===== config.mk =====
export PLATFORM = sky130hd
export DESIGN_NAME = uart_irq_ctrl
export DESIGN_NICKNAME = d
export VERILOG_FILES = /design/src/rtl/uart_irq_pkg.sv /design/src/rtl/uart_irq_edge.sv /design/src/rtl/uart_irq_thresh.sv /design/src/rtl/uart_irq_status.sv /design/src/rtl/uart_irq_ctrl.sv
export SDC_FILE = /design/constraint.sdc
export NUM_CORES = 1
export LEC_CHECK = 0
export ABC_AREA = 1
export ABC_CLOCK_PERIOD_IN_PS = 2300
export BUFFER_PORTS_ARGS = -buffer_cell sky130_fd_sc_hd__buf_2
export CAP_MARGIN = 0
export CORE_MARGIN = 4
export CORE_UTILIZATION = 45
export CTS_CLUSTER_DIAMETER = 60
export CTS_CLUSTER_SIZE = 30
export DETAILED_ROUTE_END_ITERATION = 6
export PLACE_DENSITY = 0.76
export SYNTH_ARGS = -nofsm -noshare
export SYNTH_HDL_FRONTEND = slang
export SYNTH_HIERARCHICAL = 1
export SYNTH_SLANG_ARGS = --single-unit

===== constraint.sdc =====
create_clock -name clk -period 2.3 [get_ports clk]
set_clock_uncertainty 0.15 [all_clocks]
set_input_delay 0.46 -clock clk [delete_from_list [all_inputs] [get_ports clk]]
set_output_delay 0.46 -clock clk [all_outputs]
set_load 0.01 [all_outputs]

===== src/rtl/uart_irq_pkg.sv =====
package uart_irq_pkg;
  localparam int ADDR_W = 3;
  localparam int NSRC   = 4;

  typedef enum logic [ADDR_W-1:0] {
    A_CTRL = 3'd0,
    A_STAT = 3'd1,
    A_FLAG = 3'd2,
    A_RXTH = 3'd3,
    A_TXTH = 3'd4
  } reg_addr_e;

  // control bit positions
  localparam int C_EN   = 0;
  localparam int C_MSIE = 3;
  localparam int C_RXIE = 4;
  localparam int C_TXIE = 5;
  localparam int C_RTIE = 6;
  localparam int C_LOOP = 7;
  localparam logic [7:0] CTRL_MASK = 8'hF9;

  // status bit positions
  localparam int S_MS  = 0;
  localparam int S_RX  = 1;
  localparam int S_TX  = 2;
  localparam int S_RTO = 3;

  // flag bit positions
  localparam int F_CTS    = 0;
  localparam int F_BUSY   = 3;
  localparam int F_TXFULL = 5;
  localparam int F_TXEMPT = 7;
endpackage


===== src/rtl/uart_irq_edge.sv =====
module uart_irq_edge #(
  parameter int STAGES = 2
) (
  input  logic clk,
  input  logic rst_n,
  input  logic async_i,
  output logic level_o,
  output logic edge_o
);
  logic [STAGES-1:0] sync_q;
  logic              prev_q;

  always_ff @(posedge clk or negedge rst_n) begin
    if (!rst_n) begin
      sync_q <= '0;
      prev_q <= 1'b0;
    end else begin
      sync_q <= {sync_q[STAGES-2:0], async_i};
      prev_q <= sync_q[STAGES-1];
    end
  end

  assign level_o = sync_q[STAGES-1];
  assign edge_o  = sync_q[STAGES-1] ^ prev_q;
endmodule


===== src/rtl/uart_irq_thresh.sv =====
module uart_irq_thresh #(
  parameter int LVL_W      = 5,
  parameter bit FILL_ABOVE = 1'b1
) (
  input  logic [LVL_W-1:0] level_i,
  input  logic [LVL_W-1:0] thr_i,
  output logic             req_o
);
  generate
    if (FILL_ABOVE) begin : g_fill
      // receive style: enough characters waiting
      assign req_o = (level_i != '0) && (level_i >= thr_i);
    end else begin : g_drain
      // transmit style: FIFO has drained to the mark
      assign req_o = (level_i <= thr_i);
    end
  endgenerate
endmodule


===== src/rtl/uart_irq_status.sv =====
module uart_irq_status #(
  parameter int N = 4
) (
  input  logic         clk,
  input  logic         rst_n,
  input  logic [N-1:0] src_i,
  input  logic         clr_i,
  input  logic [N-1:0] en_i,
  output logic [N-1:0] stat_o,
  output logic         irq_o
);
  logic [N-1:0] stat_q;

  always_ff @(posedge clk or negedge rst_n) begin
    if (!rst_n) stat_q <= '0;
    else        stat_q <= (clr_i ? '0 : stat_q) | src_i;
  end

  assign stat_o = stat_q;
  assign irq_o  = |(stat_q & en_i);

  // after a clear only the sources of that cycle remain
  a_r4_clear_reload: assert property (@(posedge clk) disable iff (!rst_n)
    clr_i |=> (stat_q == $past(src_i)));

  // without a clear no latched bit is lost
  a_r3_sticky: assert property (@(posedge clk) disable iff (!rst_n)
    !clr_i |=> ((stat_q & $past(stat_q)) == $past(stat_q)));
endmodule


===== src/rtl/uart_irq_ctrl.sv =====
module uart_irq_ctrl
  import uart_irq_pkg::*;
#(
  parameter int FIFO_DEPTH = 16,
  parameter int SYNC_STAGES = 2,
  localparam int LVL_W = $clog2(FIFO_DEPTH + 1)
) (
  input  logic              clk,
  input  logic              rst_n,
  input  logic [ADDR_W-1:0] reg_addr_i,
  input  logic              reg_wr_i,
  input  logic [7:0]        reg_wdata_i,
  output logic [7:0]        reg_rdata_o,
  input  logic [LVL_W-1:0]  rx_level_i,
  input  logic [LVL_W-1:0]  tx_level_i,
  input  logic              tx_shifting_i,
  input  logic              rx_timeout_i,
  input  logic              cts_i,
  output logic              irq_o,
  output logic              uart_en_o,
  output logic              loopback_o
);
  localparam logic [LVL_W-1:0] DEPTH_L = LVL_W'(FIFO_DEPTH);

  logic [7:0]       ctrl_q;
  logic [LVL_W-1:0] rx_thr_q, tx_thr_q;
  logic             cts_lvl, cts_edge;
  logic             rx_req, tx_req;
  logic [NSRC-1:0]  src, en, stat;
  logic             clr;
  logic [7:0]       flags;

  // register writes
  always_ff @(posedge clk or negedge rst_n) begin
    if (!rst_n) begin
      ctrl_q   <= 8'h00;
      rx_thr_q <= LVL_W'(1);
      tx_thr_q <= '0;
    end else if (reg_wr_i) begin
      case (reg_addr_e'(reg_addr_i))
        A_CTRL:  ctrl_q   <= reg_wdata_i & CTRL_MASK;
        A_RXTH:  rx_thr_q <= LVL_W'(reg_wdata_i);
        A_TXTH:  tx_thr_q <= LVL_W'(reg_wdata_i);
        default: ;
      endcase
    end
  end

  assign clr = reg_wr_i && (reg_addr_e'(reg_addr_i) == A_STAT);

  uart_irq_edge #(.STAGES(SYNC_STAGES)) u_cts (
    .clk(clk), .rst_n(rst_n), .async_i(cts_i),
    .level_o(cts_lvl), .edge_o(cts_edge)
  );

  uart_irq_thresh #(.LVL_W(LVL_W), .FILL_ABOVE(1'b1)) u_rx_thr (
    .level_i(rx_level_i), .thr_i(rx_thr_q), .req_o(rx_req)
  );

  uart_irq_thresh #(.LVL_W(LVL_W), .FILL_ABOVE(1'b0)) u_tx_thr (
    .level_i(tx_level_i), .thr_i(tx_thr_q), .req_o(tx_req)
  );

  always_comb begin
    src        = '0;
    src[S_MS]  = cts_edge;
    src[S_RX]  = rx_req;
    src[S_TX]  = tx_req;
    src[S_RTO] = rx_timeout_i;
    en         = '0;
    en[S_MS]   = ctrl_q[C_MSIE];
    en[S_RX]   = ctrl_q[C_RXIE];
    en[S_TX]   = ctrl_q[C_TXIE];
    en[S_RTO]  = ctrl_q[C_RTIE];
  end

  uart_irq_status #(.N(NSRC)) u_stat (
    .clk(clk), .rst_n(rst_n), .src_i(src), .clr_i(clr), .en_i(en),
    .stat_o(stat), .irq_o(irq_o)
  );

  always_comb begin
    flags           = 8'h00;
    flags[F_CTS]    = cts_lvl;
    flags[F_BUSY]   = (tx_level_i != '0) || tx_shifting_i;
    flags[F_TXFULL] = (tx_level_i == DEPTH_L);
    flags[F_TXEMPT] = (tx_level_i == '0);
  end

  always_comb begin
    case (reg_addr_e'(reg_addr_i))
      A_CTRL:  reg_rdata_o = ctrl_q;
      A_STAT:  reg_rdata_o = 8'(stat);
      A_FLAG:  reg_rdata_o = flags;
      A_RXTH:  reg_rdata_o = 8'(rx_thr_q);
      A_TXTH:  reg_rdata_o = 8'(tx_thr_q);
      default: reg_rdata_o = 8'h00;
    endcase
  end

  assign uart_en_o  = ctrl_q[C_EN];
  assign loopback_o = ctrl_q[C_LOOP];

  // with every source enable low the line stays quiet
  a_r5_masked_quiet: assert property (@(posedge clk) disable iff (!rst_n)
    (ctrl_q[C_MSIE:C_MSIE] == 1'b0 && ctrl_q[C_RTIE:C_RXIE] == 3'b000) |-> !irq_o);

  // threshold one reacts to a single character
  a_r6_thr_one: assert property (@(posedge clk) disable iff (!rst_n)
    (rx_thr_q == LVL_W'(1) && rx_level_i != '0) |=> stat[S_RX]);

  // any change of the synchronised CTS is latched
  a_r8_cts_change: assert property (@(posedge clk) disable iff (!rst_n)
    (cts_lvl != $past(cts_lvl)) |=> stat[S_MS]);

  // reserved control bits never become set
  a_r2_reserved_zero: assert property (@(posedge clk) disable iff (!rst_n)
    (reg_wr_i && reg_addr_i == 3'd0) |=> (ctrl_q[2:1] == 2'b00));
endmodule


=== Yosys cells after proc, flatten, opt, wreduce, memory -nomap -nowiden ===
Index checks and enable logic that the tools add are counted.

* Bits in registers: 23
* Bits in latches: 0
* Bits in writable memories: 0
* Bits in read-only memories: 0
* Bits of input ports: 27
* Logic and storage cells: 29
* Memories: 0

* Add/sub/neg operators: 0
* Multipliers: 0
* Divide/modulo/power cells: 0
* Order comparisons: 2
* Equal/unequal tests: 5
* Shift operators: 0
* Multiplexer cells: 2
* Bitwise operators: 3
* Reductions and logical operators: 11

{| class="wikitable"
|+ Operators with widths
! operator !! count
|-
| case mux 8 bit (5 select lines) || 1
|-
| nonzero test 5 bit || 2
|-
| equality test 3 x 2 -> 1 bit, second input constant || 2
|-
| AND reduction 2 bit || 3
|-
| equality test 5 bit, second input constant || 1
|-
| greater-or-equal comparator 5 bit || 1
|-
| less-or-equal comparator 5 bit || 1
|-
| zero test 5 bit || 1
|-
| AND 4 bit || 1
|-
| two-way mux 4 bit || 1
|-
| bitwise OR 4 bit || 1
|-
| OR reduction 4 bit || 1
|-
| equality test 3 x 1 -> 1 bit, second input constant || 1
|-
| equality test 3 bit, second input constant || 1
|-
| zero test 3 bit || 1
|-
| logical AND 1 bit || 2
|-
| logical OR 1 bit || 1
|-
| bitwise XOR 1 bit || 1
|}

=== Logic depth before layout (Yosys ltp) ===
* Depth in word-level cells: 4
* Depth in mapped cells: 9
* Mapped depth without buffers: 9

=== Modules after synthesis ===
Netlist, hierarchy kept.

{| class="wikitable"
|+ Modules (own cells, without submodules)
! module !! times used !! cells an instance !! area an instance (um2)
|-
| uart_irq_ctrl || 1 || 118 || 938.4
|-
| uart_irq_status || 1 || 21 || 178.9
|-
| uart_irq_thresh (u_rx_thr) || 1 || 29 || 156.4
|-
| uart_irq_thresh (u_tx_thr) || 1 || 24 || 138.9
|-
| uart_irq_edge || 1 || 8 || 93.8
|}

=== Least setup slack after synthesis ===
No wires, ideal clock.

* Kind: input -> output
* Start: in reg_addr_i[0]
* End: out reg_rdata_o[5]
* Data arrival time: 1.183 ns
* Data required time: 1.690 ns
* Setup slack: 0.507 ns
* Stages on the path: 4
* Buffers on the path: 1
* Cells stage by stage: buf_2 -> nor3_2 -> inv_1 -> o21ai_0

* Longest elaborated chain between the ends: 2

{| class="wikitable"
|+ Ends and longest elaborated chain
! item !! RTL line !! text
|-
| start: declaration || uart_irq_ctrl.sv:10 || <nowiki>input logic [ADDR_W-1:0] reg_addr_i,</nowiki>
|-
| equality test 3 bit, or another cell as far along || uart_irq_ctrl.sv:91 || <nowiki>case (reg_addr_e'(reg_addr_i))</nowiki>
|-
| case mux 8 bit (5 select lines) * || uart_irq_ctrl.sv:91 ||
|-
| end: declaration || uart_irq_ctrl.sv:13 || <nowiki>output logic [7:0] reg_rdata_o,</nowiki>
|}

Mark *: on every way between the ends. The rest lies on a longest branch, timed or not.

=== Worst setup path in the final report ===
* Start: in reg_addr_i[1]
* End: out reg_rdata_o[5]

Same word-level chain as after synthesis.

==> metrics.md <==
| Metric | Value |
|---|---|
| Synth Area in Compound Gates | `9.219%` |
| # nets final | `280` |
| Ys Warns | `6` |
| DR DRC count | `0` |
| Antenna violations before repair | `0` |
| Tcrit/Tclk final | `87.59%` |
| Hold Path End | `u_cts/sync_q[0]` |
| Worst-margin pin slew | `0.5301 ns` |
| Die area | `4338 sq um` |
| Core ar. | `3128 sq um` |
| Worst R2R Start | `rx_thr_q[0]` |
| Area of the multi-input gates | `772.0 sq um` |
| PD cells | `571.3 nW/um^2` |
| Simple-gate share of the synthesized area | `33.72%` |
| Root Buffer | `clkbuf_4` |
| Most common cell after layout, fill and taps aside | `nand2_1` |
| Site Rows | `20` |
| Critical Path AT | `1.40 ns` |
| MaxCap Viol Count | `0` |
| CP most frequent cell | `buf_2` |
| Grt ovf | `0` |
| Worst setup SP type | `primary input` |
| Layout cells sized above 1 | `24.38%` |
| Avg WL per Cell | `11.80 um` |
| GPL Wtd Cong | `0.8225` |
| DR vias | `1369` |
| Clk buf depth | `2` |
| Post-Syn Nets | `237` |
| Start point of the worst hold path | `cts_i` |
| Synth Instances | `200` |
| Number of global-route vias before repair | `1299` |
| Pre-CTS setup slack | `0.2947 ns` |
| First-pass GRT wire length | `5878 um` |
| Initial Util | `48.16%` |
| Post-synthesis sequential area ratio | `38.29%` |
| Worst hold path depth | `1` |
| Filler Cell Count | `343` |
| Synth Area in Adders | `8.306%` |
| Relative slew slack | `64.66%` |
| Clock period minus worst slack | `2.015 ns` |
| Final worst slack | `0.2855 ns` |
| Most frequent cells in the layout | `65 x nand2_1, 37 x buf_2, 35 x inv_1` |
| Die extent in x | `65.86 um` |
| Worst-path maximum fanout | `7` |
| Post-synth EDFFs | `0` |
| Total power | `1.020 mW` |
| Critical Path RT | `1.69 ns` |
| Setup_tns | `0 ns` |
| H-Tree Depth | `1` |
| Post-Synth XOR/XNOR Area | `0%` |
| Die Height | `65.86 um` |
| CTS Buf Count | `3` |
| Mux share of post-synthesis cell area | `0%` |
| Synth Cell Area | `1506 sq um` |
| Upper clock frequency limit | `0.4964 GHz` |
| Vias/cell | `4.787` |
| Crit end category | `primary output` |
| Top FF cell, synth | `dfrtp_1` |
| Reg-to-reg endpoint | `u_stat/stat_o[1]` |
| Area delta synth->final | `18.52%` |
| Total Routed Length | `3374 um` |
| Clk sinks | `23` |
| CTS tree | `built` |
| Worst hold path class | `primary input to flop` |
| First drt pass iteration count | `4` |
| CP max stage cell | `nor3_2` |
| Clock Latency Late Sink | `0.30 ns` |
| Slowest Stage Delay on Critical Path | `0.27 ns` |
| Post-DP HPWL | `2784 um` |
| Largest family of logic cells by synthesized area | `simple AND/OR/NAND/NOR gates` |
| GRT Overall Usage | `17.56%` |
| Initial DRC count | `107` |
| R2R cell count | `8` |
| WS Path Type | `primary input to primary output` |
| R2R Setup Slk | `0.76 ns` |
| Largest net degree at the start of global routing | `24` |
| Yosys cell types | `27` |
| Status | `finished clean` |
| RSZ-0062 raised after global routing | `no` |
| IO buf count | `37` |
| Clock Pin Slew Worst Setup and Hold Paths | `0.12 ns` |
| Count of final max-slew check failures | `0` |
| Hold Vio Cnt, Final | `0` |
| Setup violators final | `0` |
| Asr flop ratio synth | `100.0%` |
| Post-Syn Area per Cell | `7.532 sq um` |
| Sequential Area | `576.8 sq um` |
| Post-route ant nets | `0` |
| Cell chain of the critical path | `buf_2 -> inv_2 -> nor3_2 -> inv_1 -> o21ai_0 -> buf_2` |
| Number of antenna diodes | `0` |
| Synth Register Bits | `23` |
| Io pins | `38` |
| P_leak | `1.042 nW` |
| VDD IR max | `0.0002704 V` |
layout make-up:
type	count	share of cell area (%)
multi-input cells	137	43.24
flip-flops and latches	23	32.31
repair buffers	40	11.77
inverters	38	8.129
well taps	44	3.083
clock buffers	4	1.472
cells by family (layout without fill, tap and decap cells):
family                     after synthesis  count (layout)
and+or+nand+nor                        105             105
AOI/OAI and AO/OA                       22              22
buffers and inverters                   40              82
DFF                                     23              23
adders and majority gates               10              10
worst max-delay path, delay by kind of cell:
family	cells	cell delay, ns
buf+inv	4	0.51
simple gates	1	0.27
compound gates	1	0.17
routing by layer:
layer  wire length, um  track usage [%]
met1              1570            24.04
met2              1630            28.41
met3               137            1.531
met4                36            6.995
met5                 0                0
per-stage QoR:
step	util, %	area (sq um)	hold WS [ns]	std cells
floorplan	-	1506	0.01441	200
global placement	55.92	1749	0.1823	281
detailed placement	55.92	1749	0.1856	281
CTS	57.08	1785	0.09414	286
global route	57.08	1785	0.08397	286
finish	57.08	1785	0.1024	286
power by group:
part           internal [mW]  leakage, nW  switching, mW
registers              0.468        0.270         0.0507
clock network         0.0676       0.0150          0.114
logic                  0.133        0.757          0.187
how the worst max path moves through the flow:
stage | from | endpoint | slack [ns] | cells after the start
2_1_floorplan | reg_addr_i[0] | reg_rdata_o[5] | 0.51 | 4
3_3_place_gp | reg_addr_i[1] | reg_rdata_o[4] | 0.35 | 7
3_5_place_dp | reg_addr_i[1] | reg_rdata_o[4] | 0.29 | 7
4_1_cts | reg_addr_i[1] | reg_rdata_o[4] | 0.29 | 7
5_1_grt | reg_addr_i[1] | reg_rdata_o[5] | 0.14 | 6
6_report | reg_addr_i[1] | reg_rdata_o[5] | 0.29 | 6
synth_stat cells, drive strengths merged (2+ instances only):
cell	count	area share, %
nor2	13	5.5
nand4	5	2.1
o211ai	3	1.5
nand3	14	5.5
o21ai	13	5.1
buf	2	0.83
o21bai	4	2.0
inv	38	9.6
a21oi	2	0.66
nand2	68	18
nor3	3	1.3
ha	10	8.3
dfrtp	22	37
flip-flops by register name, summed over array words and instances (netlist names):
signal,count
ctrl_q,6
rx_thr_q,5
tx_thr_q,5
u_stat/stat_o,4
u_cts/sync_q,2
u_cts/prev_q,1
what timing repair did:
item | in CTS | in global routing
buffers inserted | 0 | 0
hold endpoints to repair | 22 | 0
gates resized for setup | 0 | 0
hold buffers | 1 | 0
Note: power is estimated with default switching activity, not from simulation.
